[src/rtl/tdr_pkg.sv]
package tdr_pkg;
  localparam int CTL_W  = 32;
  localparam int LEN_W  = 11;
  localparam int B_LAST  = 15;
  localparam int B_NOCRC = 16;
  localparam int B_EXH   = 27;
  localparam int B_UND   = 28;
  localparam int B_RTY   = 29;
  localparam int B_WRAP  = 30;
  localparam int B_USED  = 31;

  typedef enum logic [2:0] {
    S_IDLE, S_ADR, S_CTL, S_DEC, S_BRD, S_BLD, S_EMIT, S_WB
  } tdr_state_t;
endpackage

[src/rtl/tdr_ring_ptr.sv]
module tdr_ring_ptr #(
  parameter int AW         = 12,
  parameter int DESC_BYTES = 8
) (
  input  logic          clk,
  input  logic          rst,
  input  logic          en,
  input  logic [AW-1:0] base,
  input  logic          adv,
  input  logic          wrap,
  output logic [AW-1:0] ptr
);
  localparam logic [AW-1:0] STEP = AW'(DESC_BYTES);

  always_ff @(posedge clk) begin
    if (rst || !en)  ptr <= base;
    else if (adv)    ptr <= wrap ? base : ptr + STEP;
  end
endmodule

[src/rtl/tdr_byte_unpack.sv]
module tdr_byte_unpack #(
  parameter int AW    = 12,
  parameter int LEN_W = 11,
  parameter int DW    = 32
) (
  input  logic             clk,
  input  logic             rst,
  input  logic             ld_addr,
  input  logic [AW-1:0]    addr_in,
  input  logic             ld_len,
  input  logic [LEN_W-1:0] len_in,
  input  logic             ld_word,
  input  logic [DW-1:0]    word_in,
  input  logic             take,
  output logic [AW-1:0]    cur_addr,
  output logic [7:0]       byte_out,
  output logic             last_byte,
  output logic             lane_end
);
  localparam int LANES = DW / 8;
  localparam int LB    = $clog2(LANES);

  logic [DW-1:0]    wbuf;
  logic [LEN_W-1:0] rem;
  logic [7:0]       lane [LANES];

  for (genvar g = 0; g < LANES; g++) begin : g_lane
    assign lane[g] = wbuf[g*8 +: 8];
  end

  always_ff @(posedge clk) begin
    if (rst) begin
      cur_addr <= '0;
      rem      <= '0;
      wbuf     <= '0;
    end else begin
      if (ld_addr) cur_addr <= addr_in;
      if (ld_len)  rem      <= len_in;
      if (ld_word) wbuf     <= word_in;
      if (take) begin
        cur_addr <= cur_addr + AW'(1);
        rem      <= rem - LEN_W'(1);
      end
    end
  end

  assign byte_out  = lane[cur_addr[LB-1:0]];
  assign last_byte = (rem == LEN_W'(1));
  assign lane_end  = &cur_addr[LB-1:0];

  // a byte is never taken once the buffer count is exhausted
  p_no_underflow_r3: assert property (@(posedge clk) disable iff (rst)
    take |-> (rem != '0));
endmodule

[src/rtl/tdr_err_latch.sv]
module tdr_err_latch #(
  parameter int NF = 2
) (
  input  logic          clk,
  input  logic          rst,
  input  logic          clr,
  input  logic          active,
  input  logic [NF-1:0] ev_in,
  output logic [NF-1:0] ev_q
);
  always_ff @(posedge clk) begin
    if (rst || clr) ev_q <= '0;
    else            ev_q <= ev_q | (ev_in & {NF{active}});
  end
endmodule

[src/rtl/tdr_tx_ring.sv]
module tdr_tx_ring
  import tdr_pkg::*;
#(
  parameter int AW = 12
) (
  input  logic          clk,
  input  logic          rst,
  input  logic          tx_en,
  input  logic [AW-1:0] ring_base,
  input  logic          start_cmd,
  input  logic          halt_cmd,
  output logic          busy,
  output logic          mem_rd,
  output logic          mem_we,
  output logic [AW-1:0] mem_addr,
  output logic [31:0]   mem_wdata,
  input  logic [31:0]   mem_rdata,
  input  logic          underrun_in,
  input  logic          retry_lim_in,
  output logic          out_valid,
  input  logic          out_ready,
  output logic [7:0]    out_data,
  output logic          out_sof,
  output logic          out_eof,
  output logic          out_nocrc
);
  localparam int DW = 32;
  localparam int LB = $clog2(DW / 8);
  localparam logic [AW-1:0] CTL_OFS = AW'(4);

  tdr_state_t        st;
  logic              in_frame, halt_pend, nocrc_q, sof_pend, exh_q;
  logic [CTL_W-1:0]  ctl_q;
  logic [AW-1:0]     ptr, cur_addr;
  logic [7:0]        cur_byte;
  logic              last_byte, lane_end;
  logic              take, adv, dec_used, dec_halt, frame_go, err_clr;
  logic [1:0]        err_q;

  assign dec_used = mem_rdata[B_USED];
  assign dec_halt = !in_frame && halt_pend;
  assign frame_go = (st == S_DEC) && !dec_used && !dec_halt;
  assign err_clr  = frame_go && !in_frame;
  assign take     = (st == S_EMIT) && out_ready;
  assign adv      = (st == S_WB) && !exh_q;

  tdr_ring_ptr #(.AW(AW), .DESC_BYTES(8)) u_ptr (
    .clk(clk), .rst(rst), .en(tx_en), .base(ring_base),
    .adv(adv), .wrap(ctl_q[B_WRAP]), .ptr(ptr)
  );

  tdr_byte_unpack #(.AW(AW), .LEN_W(LEN_W), .DW(DW)) u_unpack (
    .clk(clk), .rst(rst),
    .ld_addr(st == S_CTL), .addr_in(mem_rdata[AW-1:0]),
    .ld_len(frame_go), .len_in(mem_rdata[LEN_W-1:0]),
    .ld_word(st == S_BLD), .word_in(mem_rdata),
    .take(take), .cur_addr(cur_addr), .byte_out(cur_byte),
    .last_byte(last_byte), .lane_end(lane_end)
  );

  tdr_err_latch #(.NF(2)) u_err (
    .clk(clk), .rst(rst), .clr(err_clr), .active(st != S_IDLE),
    .ev_in({retry_lim_in, underrun_in}), .ev_q(err_q)
  );

  always_ff @(posedge clk) begin
    if (rst || !tx_en) begin
      st        <= S_IDLE;
      in_frame  <= 1'b0;
      halt_pend <= 1'b0;
      exh_q     <= 1'b0;
      sof_pend  <= 1'b0;
      nocrc_q   <= 1'b0;
      ctl_q     <= '0;
    end else begin
      if (halt_cmd && st != S_IDLE) halt_pend <= 1'b1;
      case (st)
        S_IDLE: begin
          halt_pend <= 1'b0;
          if (start_cmd) st <= S_ADR;
        end
        S_ADR: st <= S_CTL;
        S_CTL: st <= S_DEC;
        S_DEC: begin
          ctl_q <= mem_rdata;
          if (dec_used) begin
            if (in_frame) begin
              exh_q <= 1'b1;
              st    <= S_WB;
            end else begin
              st <= S_IDLE;
            end
          end else if (dec_halt) begin
            st <= S_IDLE;
          end else begin
            if (!in_frame) begin
              in_frame <= 1'b1;
              nocrc_q  <= mem_rdata[B_NOCRC];
              sof_pend <= 1'b1;
            end
            st <= (mem_rdata[LEN_W-1:0] == '0) ? S_WB : S_BRD;
          end
        end
        S_BRD: st <= S_BLD;
        S_BLD: st <= S_EMIT;
        S_EMIT: begin
          if (out_ready) begin
            sof_pend <= 1'b0;
            if (last_byte)     st <= S_WB;
            else if (lane_end) st <= S_BRD;
          end
        end
        S_WB: begin
          if (exh_q) begin
            exh_q    <= 1'b0;
            in_frame <= 1'b0;
            st       <= S_IDLE;
          end else if (ctl_q[B_LAST]) begin
            in_frame <= 1'b0;
            st       <= halt_pend ? S_IDLE : S_ADR;
          end else begin
            st <= S_ADR;
          end
        end
        default: st <= S_IDLE;
      endcase
    end
  end

  always_comb begin
    mem_rd = (st == S_ADR) || (st == S_CTL) || (st == S_BRD);
    mem_we = (st == S_WB);
    case (st)
      S_CTL, S_WB: mem_addr = ptr + CTL_OFS;
      S_BRD:       mem_addr = {cur_addr[AW-1:LB], {LB{1'b0}}};
      default:     mem_addr = ptr;
    endcase
    mem_wdata         = ctl_q;
    mem_wdata[B_USED] = 1'b1;
    if (exh_q) begin
      mem_wdata[B_EXH] = 1'b1;
    end else if (ctl_q[B_LAST]) begin
      mem_wdata[B_UND] = ctl_q[B_UND] | err_q[0];
      mem_wdata[B_RTY] = ctl_q[B_RTY] | err_q[1];
    end
  end

  assign busy      = (st != S_IDLE);
  assign out_valid = (st == S_EMIT);
  assign out_data  = cur_byte;
  assign out_sof   = out_valid && sof_pend;
  assign out_eof   = out_valid && ctl_q[B_LAST] && last_byte;
  assign out_nocrc = nocrc_q;

  // the memory port never reads and writes in one cycle
  p_rw_excl_r3: assert property (@(posedge clk) disable iff (rst)
    !(mem_rd && mem_we));
  // a start while enabled and idle raises busy next cycle
  p_busy_start_r2: assert property (@(posedge clk) disable iff (rst)
    (!busy && start_cmd && tx_en) |=> busy);
  // a stalled byte is held unchanged
  p_hold_r6: assert property (@(posedge clk) disable iff (rst)
    (out_valid && !out_ready && tx_en) |=>
      (out_valid && $stable(out_data) && $stable(out_sof) && $stable(out_eof)));
  // every write-back hands the descriptor back with used set
  p_wb_used_r7: assert property (@(posedge clk) disable iff (rst)
    mem_we |-> mem_wdata[B_USED]);
  // disabling the transmitter forces idle
  p_off_idle_r13: assert property (@(posedge clk) disable iff (rst)
    !tx_en |=> !busy);
endmodule

[config.mk]
export PLATFORM = sky130hd
export DESIGN_NAME = tdr_tx_ring
export DESIGN_NICKNAME = d
export VERILOG_FILES = /design/src/rtl/tdr_pkg.sv /design/src/rtl/tdr_ring_ptr.sv /design/src/rtl/tdr_byte_unpack.sv /design/src/rtl/tdr_err_latch.sv /design/src/rtl/tdr_tx_ring.sv
export SDC_FILE = /design/constraint.sdc
export NUM_CORES = 1
export LEC_CHECK = 0
export BUFFER_PORTS_ARGS = -buffer_cell sky130_fd_sc_hd__buf_2
export CORE_MARGIN = 3
export CORE_UTILIZATION = 30
export CTS_BUF_LIST = sky130_fd_sc_hd__clkbuf_2
export DETAILED_ROUTE_END_ITERATION = 10
export GPL_ROUTABILITY_DRIVEN = 0
export HOLD_SLACK_MARGIN = 0.03
export PLACE_DENSITY_LB_ADDON = 0.08
export SYNTH_ARGS = -nofsm -noshare
export SYNTH_HDL_FRONTEND = slang
export SYNTH_HIERARCHICAL = 1
export SYNTH_SLANG_ARGS = --single-unit
[constraint.sdc]
create_clock -name clk -period 3.9 [get_ports clk]
set_input_delay 0.39 -clock clk [delete_from_list [all_inputs] [get_ports clk]]
set_output_delay 0.39 -clock clk [all_outputs]
set_load 0.005 [all_outputs]
==> results.cfg, run 1 <==
[min_path]
worstHoldPathCells = 3
hp-start = start_cmd
hold_class = in -> reg
min_to = st[0]$_SDFFE_PP0P_

[setup_path]
r2r_end = u_unpack/rem[6]$_SDFFE_PP0P_
crit_required_ns = 4.48
cp-start-kind = register
timing.rr.start = st[1]$_SDFFE_PP0P_
path_class = reg -> reg
r2r_slack_ns = 0.61
rr_worst_depth = 7
path_max_fanout = 32
arrival_ns = 3.87
end_kind = register

[synthesis]
synth_top_area_share_pct = 33.9
ys_async_sr_fraction_pct = 0
synthesis.area_um2 = 5670
synth_nets = 716
synth-edff-count = 12
ys_seq_elements = 108
synth_top_area_cell = dfxtp_1
ys_seq_area_share_pct = 40.2
synthTopCellsByArea = dfxtp_1, mux2i_1, nand2_1, edfxtp_1, a21oi_1
syn_area_per_cell_um2 = 8.60
ys.flop_type = dfxtp_1
synth_cells = 659
yosysWarnings = 6
ys_types = 66

[sta]
final_hold_viol_count = 0
rsz0062_at_grt = false
relSlewSlack_pct = 33.5
finalClockSkew_ns = 0.0192
tns_ns = 0
finalMaxSlewViolations = 0
max_freq_mhz = 304
min_period_ns = 3.29
tightest_slew_ns = 0.997
setup-violations-final = 0
period_share_pct = 84.3

[final_layout]
drive_above_1_share_pct = 20.3
fillCellCount = 1898
regArea_um2 = 2280
stdcell_count = 994
multi_input_area_um2 = 2920
fin_nets = 815
area_delta_synth_final_pct = 17.9

[global_route]
grt_overflow = 0
grt_max_degree = 41
grt_pass1_vias = 4890
grt_pass1_wl_um = 26800
grt_use_total_pct = 16.6
antenna_found_initial = 1

[drt]
first_pass_iters = 7
routed_wl_um = 17200
ant_nets = 0
post_drt_via_cell_ratio = 5.15
num_vias = 5116
first_iter_violations = 342
drc = 0
post_drt_wl_per_cell_um = 17.3

[placed_design]
portBuffers = 109
place_inst = 933
hpwl_um = 12000

[power_and_ir_drop]
ir_drop_v = 0.000173
p_per_area_nw_per_um2 = 296
power.leakage_nw = 2.49

[floorplan]
placementRows = 49
die_area_um2 = 20600
start_util_pct = 31.0
die_w_um = 143
ioPinCount = 111
coreArea_um2 = 18300
die_h_um = 143

[clocking]
cts_resized = 0
ctsHtreeMaxLevel = 3
clockBufferDepth = 2
clk_pin_slew_ns = 0.30
clk_latency_ns = 0.63
postCtsSetupRepairBufs = 0
cts_tree = done
hold_buffers = 43
cts_num_sinks = 108
cts_buffers = 9
root_buffer = clkbuf_2

[job]
maxCapViolCount = 0

[outcome]
status = complete, no violations
==> worst max-delay path by stage <==
stage | to | start
global route | u_unpack/rem[6]$_SDFFE_PP0P_ | st[1]$_SDFFE_PP0P_
finish | u_unpack/rem[6]$_SDFFE_PP0P_ | st[1]$_SDFFE_PP0P_
floorplan | u_unpack/rem[9]$_SDFFE_PP0P_ | st[2]$_SDFFE_PP0P_
detailed placement | u_unpack/rem[6]$_SDFFE_PP0P_ | st[1]$_SDFFE_PP0P_
CTS | u_unpack/rem[6]$_SDFFE_PP0P_ | st[1]$_SDFFE_PP0P_
global placement | u_unpack/rem[6]$_SDFFE_PP0P_ | st[1]$_SDFFE_PP0P_
==> final cells by class <==
type	instances	area share, %
clock buffer	10	0.749
antenna	2	0.0749
multi-input combinational	468	43.7
sequential	108	34.1
inverter	13	0.730
clock inverter	6	1.09
tap	229	4.29
timing repair buffer	158	15.3
==> cells in the mapped netlist (5+ instances only) <==
cell type  count
a31oi_1       17
buf_4         31
nor4_1         5
and3_1         7
nor2_1        53
mux2_2         5
or3_1         12
inv_1         13
nand2_1       97
nand2b_1       5
or4_1          6
edfxtp_1      12
o21ai_0       19
ha_1           5
dfxtp_1       96
a21oi_1       50
nand4_1        7
nor3_1        13
mux4_2         8
mux2i_1       39
o22ai_1        8
buf_2         14
nand3_1       14
nor2b_1       10
and2_1        10
o211ai_1       9
clkbuf_1      21
==> power breakdown <==
part           internal, mW  leakage [nW]  switching (mW)  total [mW]
clock                 0.160        0.0784           0.410       0.571
combinational         0.105          1.51           0.114       0.220
sequential             1.15         0.896          0.0411        1.19
==> placed cells by master (no fill, tap or decap), types with 10 or more instances in the layout <==
cell	instances
a21oi_1	50
inv_1	13
mux2i_1	39
a31oi_1	17
clkbuf_2	10
and2_1	10
edfxtp_1	12
nand2_1	97
dlygate4sd3_1	43
o21ai_0	19
buf_2	109
nor2_1	53
nor2b_1	10
nand3_1	14
or3_1	12
nor3_1	13
dfxtp_1	96
==> per-stage QoR <==
step | area (um^2) | util [%] | total power [mW] | hold WS (ns) | setup WS (ns)
after global routing | 6690 | 36.6 | 2.08 | 0.0302 | 0.316
after floorplan | 5670 | - | 1.31 | 0.431 | 1.63
after global placement | 6130 | 33.5 | 1.39 | 0.440 | 0.866
after detailed placement | 6130 | 33.5 | 1.40 | 0.445 | 0.711
after CTS | 6680 | 36.6 | 2.01 | 0.0339 | 0.637
final | 6690 | 36.6 | 1.98 | 0.0913 | 0.614
==> kinds of logic after synthesis <==
logic type | Yosys count | share of synthesized area (%)
multiplexers | 52 | 11.1
adder cells (fa/ha/maj) | 6 | 1.28
buffers and inverters | 83 | 8.27
AND/OR/NAND/NOR | 264 | 23.0
flip-flops | 108 | 40.2
other | 1 | 0.0661
XOR/XNOR | 4 | 0.618
AO/OA/AOI/OAI | 141 | 15.4
==> worst max-delay path: stages (launching register included) <==
cell     delay [ns]
dfxtp_1        0.98
nand2_1        0.26
or2_1          0.28
buf_4          0.24
nor3_1         0.52
nor2b_1        0.61
nand2_1        0.13
a31oi_1        0.19
==> sequential cells by signal (all words and copies together) (netlist names), 2 cells and up <==
name and count:
u_ptr/ptr 12, st 3, u_unpack/wbuf 32, u_unpack/cur_addr 12
u_unpack/rem 11, u_err/ev_q 2, ctl_q 31
==> routing by layer <==
| metal | track usage, % | vias to the layer above | routed length [um] |
|---|---|---|---|
| li1 | - | 2529 | - |
| met4 | 4.51 | 0 | 269 |
| met5 | 0 | - | 0 |
| met3 | 3.66 | 19 | 896 |
| met2 | 27.4 | 125 | 8160 |
| met1 | 22.1 | 2443 | 7830 |
(Power assumes the default switching activity.)
==> inputs of run 2 (changes only) <==
--- a/config.mk
+++ b/config.mk
@@ -5,6 +5,7 @@
 export SDC_FILE = /design/constraint.sdc
 export NUM_CORES = 1
 export LEC_CHECK = 0
+export ABC_AREA = 1
 export BUFFER_PORTS_ARGS = -buffer_cell sky130_fd_sc_hd__buf_2
 export CORE_MARGIN = 3
 export CORE_UTILIZATION = 30
==> constraint.sdc (replaced) <==
create_clock -name clk -period 2.9 [get_ports clk]
set_input_delay 0.29 -clock clk [delete_from_list [all_inputs] [get_ports clk]]
set_output_delay 0.29 -clock clk [all_outputs]
set_load 0.005 [all_outputs]
==> results.cfg, run 2 <==
[outcome]
status = complete, no violations

[setup_path]
crit_start = u_ptr/ptr[3]$_DFFE_PP_
crit_cells = 7
timing.rr.start = st[2]$_SDFFE_PP0P_
path_class = reg -> out
crit_top_cell = nand3_1
cp_top_family = flip-flops
crit_required_ns = 2.61
arrival_ns = 2.26
critPathMaxStageDelay_ns = 0.60
rr_worst_depth = 10
end_kind = primary output
slowest_stage = edfxtp_1
cp-endpoint = mem_addr[10]
r2r_end = u_unpack/rem[5]$_SDFFE_PP0P_
timing.critical_path.buf_inv = 1
cp-start-kind = register
path_max_fanout = 8
r2r_slack_ns = 0.80
path_cells = ha_1 > nand4_1 > nor2_1 > nand3_1 > nand3_1 > o211ai_1 > buf_2

[clocking]
root_buffer = clkbuf_2
postCtsSetupRepairBufs = 0
cts_num_sinks = 108
ctsHtreeMaxLevel = 3
cts_buffers = 9
clk_pin_slew_ns = 0.32
cts_resized = 0
cts_tree = done
clockBufferDepth = 2
clk_latency_ns = 0.65

[job]
maxCapViolCount = 0

[sta]
tightest_slew_ns = 1.04
rsz0062_at_grt = false
final_hold_viol_count = 0
holdWs_ns = 0.0999
relSlewSlack_pct = 30.7
tns_ns = 0
finalClockSkew_ns = 0.0210
max_freq_mhz = 392
min_period_ns = 2.55
finalMaxSlewViolations = 0
setup-violations-final = 0
period_share_pct = 87.9

[global_route]
grt_pass1_vias = 5547
grt_pass1_wl_um = 29500
grt_use_total_pct = 17.0
grt_overflow = 0
grt_max_degree = 33
antenna_found_initial = 2

[synthesis]
synth_top_area_share_pct = 32.8
ys_types = 47
ys_seq_area_share_pct = 38.9
synth_top_area_cell = dfxtp_1
synthesis.area_um2 = 5870
synth_cells = 854
synthTopCellsByArea = dfxtp_1, nor2_1, nand2_1, o21ai_0, edfxtp_1
synth_most_common_cell = nor2_1
ys_async_sr_fraction_pct = 0
ys_seq_elements = 108
ys_top_cells_by_count = nor2_1, nand2_1, dfxtp_1
ys.flop_type = dfxtp_1
synth-edff-count = 12
syn_area_per_cell_um2 = 6.87
yosysWarnings = 6
synth_nets = 911

[final_layout]
fillCellCount = 2094
final_cell_mix = nor2_1, nand2_1, buf_2, dfxtp_1, o21ai_0
multi_input_area_um2 = 2910
largest_register_ffs = 32
regArea_um2 = 2280
area_delta_synth_final_pct = 19.6
stdcell_count = 1238
design_area_um2 = 7010
post-route-util_pct = 37.0
reg.largest.list = u_unpack/wbuf x32, ctl_q x31
drive_above_1_share_pct = 19.0
fin_nets = 1028
final_common_cell = nor2_1
largest-register = u_unpack/wbuf

[min_path]
hold_class = in -> reg

[floorplan]
placementRows = 50
ioPinCount = 111
die_h_um = 146
die_w_um = 146
start_util_pct = 31.0
die_area_um2 = 21300
coreArea_um2 = 19000

[power_and_ir_drop]
p_per_area_nw_per_um2 = 367
power.leakage_nw = 3.26
ir_drop_v = 0.000240

[placed_design]
hpwl_um = 12900
place_inst = 1170
portBuffers = 109
placed_area_um2 = 6420

[drt]
post_drt_via_cell_ratio = 4.56
first_pass_iters = 4
ant_nets = 0
first_iter_violations = 287
post_drt_wl_per_cell_um = 14.6
num_vias = 5647
drc = 0
routed_wl_um = 18100
-- run 2: layer usage --
metal / wire length [um] / global-route usage (%) / part of all wire [%] / vias up
met5: 0 / 0 / 0 / -
met4: 244 / 3.99 / 1.4 / 0
met3: 682 / 3.71 / 3.8 / 17
met2: 8690 / 28.9 / 48 / 100
met1: 8440 / 22.1 / 47 / 2564
li1: - / - / - / 2966
-- run 2: logic make-up after synthesis --
family,after synthesis,share of synthesized area [%]
AOI/OAI and AO/OA,163,15.9
other,1,0.0639
buffers and inverters,138,11.5
and+or+nand+nor,436,32.1
adders and majority gates,5,1.07
xor gates and xnor gates,3,0.448
DFF,108,38.9
-- run 2: per-stage QoR --
step | setup slack [ns] | power, mW
floorplan | 1.13 | 1.74
global placement | 0.858 | 1.86
detailed placement | 0.834 | 1.86
CTS | 0.284 | 2.61
global route | 0.0294 | 2.72
finish | 0.350 | 2.57
-- run 2: area by class of cell --
cell class / count / area share (%)
Multi-Input combinational cell: 608 / 41.5
Sequential cell: 108 / 32.5
Timing Repair Buffer: 167 / 15.8
Tap cell: 260 / 4.64
Inverter: 77 / 4.19
Clock inverter: 7 / 0.660
Clock buffer: 9 / 0.642
Antenna cell: 2 / 0.0714
-- run 2: what timing repair did --
item | 4_1_cts | 5_1_grt
endpoints found under the setup margin | 0 | 0
endpoints found under the hold margin | 105 | 0
hold buffers | 50 | 0
-- run 2: worst min-delay path by stage --
stage | slack [ns] | endpoint | start | cells after the start
global route | 0.05 | u_unpack/rem[8]$_SDFFE_PP0P_ | rst | 2
global placement | 0.48 | u_unpack/wbuf[22]$_SDFFE_PP0P_ | u_unpack/wbuf[22]$_SDFFE_PP0P_ | 2
floorplan | 0.42 | out_nocrc$_SDFFE_PP0P_ | mem_rdata[16] | 2
CTS | 0.07 | u_unpack/rem[2]$_SDFFE_PP0P_ | rst | 2
detailed placement | 0.48 | sof_pend$_SDFFE_PP0P_ | sof_pend$_SDFFE_PP0P_ | 2
finish | 0.1 | u_unpack/rem[2]$_SDFFE_PP0P_ | rst | 2
-- run 2: power by group --
group / internal, mW / switching (mW) / total (mW)
sequential: 1.54 / 0.0350 / 1.58
combinational: 0.142 / 0.165 / 0.307
clock: 0.120 / 0.569 / 0.689
==> inputs of run 3 (changes only) <==
--- a/config.mk
+++ b/config.mk
@@ -6,14 +6,13 @@
 export NUM_CORES = 1
 export LEC_CHECK = 0
 export ABC_AREA = 1
-export BUFFER_PORTS_ARGS = -buffer_cell sky130_fd_sc_hd__buf_2
 export CORE_MARGIN = 3
 export CORE_UTILIZATION = 30
 export CTS_BUF_LIST = sky130_fd_sc_hd__clkbuf_2
 export DETAILED_ROUTE_END_ITERATION = 10
+export DONT_BUFFER_PORTS = 1
 export GPL_ROUTABILITY_DRIVEN = 0
 export HOLD_SLACK_MARGIN = 0.03
-export PLACE_DENSITY_LB_ADDON = 0.08
 export SYNTH_ARGS = -nofsm -noshare
 export SYNTH_HDL_FRONTEND = slang
 export SYNTH_HIERARCHICAL = 1
==> results.cfg, run 3 (synthesis results as in run 2) <==
[clocking]
ctsHtreeMaxLevel = 3
clk_latency_ns = 0.67
cts_tree = done
clockBufferDepth = 2
root_buffer = clkbuf_2
postCtsSetupRepairBufs = 0
cts_num_sinks = 108
clk_pin_slew_ns = 0.36
cts_buffers = 9

[min_path]
hp-start = mem_rdata[3]
hold_class = in -> reg
min_to = st[0]$_SDFFE_PP0P_
worstHoldPathCells = 9

[final_layout]
drive_above_1_share_pct = 8.63
diodes = 0
post-route-util_pct = 34.3
area_delta_synth_final_pct = 10.7
fin_nets = 921
stdcell_count = 1129
largest_register_ffs = 32
design_area_um2 = 6490
final_common_cell = nor2_1
final_cell_mix = nor2_1, nand2_1, dfxtp_1, o21ai_0, inv_1
reg.largest.list = u_unpack/wbuf x32, ctl_q x31
largest-register = u_unpack/wbuf

[floorplan]
placementRows = 50
die_area_um2 = 21300
die_w_um = 146
coreArea_um2 = 19000
ioPinCount = 111
start_util_pct = 31.0
die_h_um = 146

[sta]
finalMaxSlewViolations = 0
max_freq_mhz = 389
holdWs_ns = 0.0657
finalClockSkew_ns = 0.0684
tightest_slew_ns = 1.13
tns_ns = 0
fin_ws_ns = 0.329
rsz0062_at_grt = false
period_share_pct = 88.6
setup-violations-final = 0
min_period_ns = 2.57
final_hold_viol_count = 0
relSlewSlack_pct = 24.7

[drt]
first_iter_violations = 348
routed_wl_um = 16900
post_drt_wl_per_cell_um = 14.9
post_drt_via_cell_ratio = 4.77
drc = 0
ant_nets = 0
num_vias = 5386
first_pass_iters = 5

[global_route]
grt_pass1_vias = 5098
grt_max_degree = 35
grt_use_total_pct = 15.5
antenna_found_initial = 1
grt_overflow = 0
grt_pass1_wl_um = 27100

[placed_design]
place_inst = 1060
pre_cts_slack_ns = 0.821
hpwl_um = 11700
placed_area_um2 = 5860
portBuffers = 0

[power_and_ir_drop]
ir_drop_v = 0.000225
p_per_area_nw_per_um2 = 387
power.leakage_nw = 2.77
total_power_mw = 2.51

[setup_path]
arrival_ns = 3.19
r2r_end = u_unpack/cur_addr[7]$_SDFFE_PP0P_
r2r_slack_ns = 0.33
rr_worst_depth = 10
timing.rr.start = st[2]$_SDFFE_PP0P_
cp-start-kind = register
path_class = reg -> reg
end_kind = register
crit_required_ns = 3.52
path_max_fanout = 18

[outcome]
status = complete, no violations

[job]
maxCapViolCount = 0
==> run 3: per-layer routing <==
layer | GRT usage [%] | share of wire [%]
met5 | 0 | 0.077
met4 | 6.03 | 2.6
met3 | 3.89 | 6.0
met2 | 25.7 | 47
met1 | 19.4 | 44
==> run 3: layout make-up <==
type / count / area [um^2]
clock buffers: 9 / 45.0
clock inverters: 7 / 52.6
fillers: 2021 / 12500
inverters: 77 / 294
multi-input cells: 608 / 2910
flip-flops and latches: 108 / 2280
well taps: 260 / 325
repair buffers: 60 / 583
==> run 3: worst max-delay path by stage <==
stage	start	to	depth (start not counted)
after CTS	st[2]$_SDFFE_PP0P_	u_unpack/cur_addr[7]$_SDFFE_PP0P_	10
after global placement	st[2]$_SDFFE_PP0P_	u_unpack/rem[2]$_SDFFE_PP0P_	11
after floorplan	st[2]$_SDFFE_PP0P_	u_unpack/rem[2]$_SDFFE_PP0P_	12
after global routing	st[2]$_SDFFE_PP0P_	u_unpack/cur_addr[7]$_SDFFE_PP0P_	10
final	st[2]$_SDFFE_PP0P_	u_unpack/cur_addr[7]$_SDFFE_PP0P_	10
after detailed placement	st[2]$_SDFFE_PP0P_	u_unpack/rem[2]$_SDFFE_PP0P_	11
==> run 3: where the power goes <==
part           internal [mW]  switching [mW]  leakage (nW)
Clock                  0.120           0.554        0.0639
Combinational          0.108           0.153          1.80
Sequential              1.54          0.0358         0.897
Total                   1.77           0.743          2.77
==> run 3: what timing repair did <==
action | CTS | global route
hold buffers | 53 | 0
hold endpoints to repair | 111 | 0
resized for setup | 0 | 0
==> run 3: critical path, cell delays in order (launching register included) <==
cell	delay, ns
dfxtp_1	0.57
inv_4	0.10
nor3_4	0.29
inv_1	0.11
nor2_1	0.17
buf_4	0.26
nor2_2	0.14
inv_1	0.12
nand2_1	0.06
a21oi_1	0.11
dlygate4sd3_1	0.57
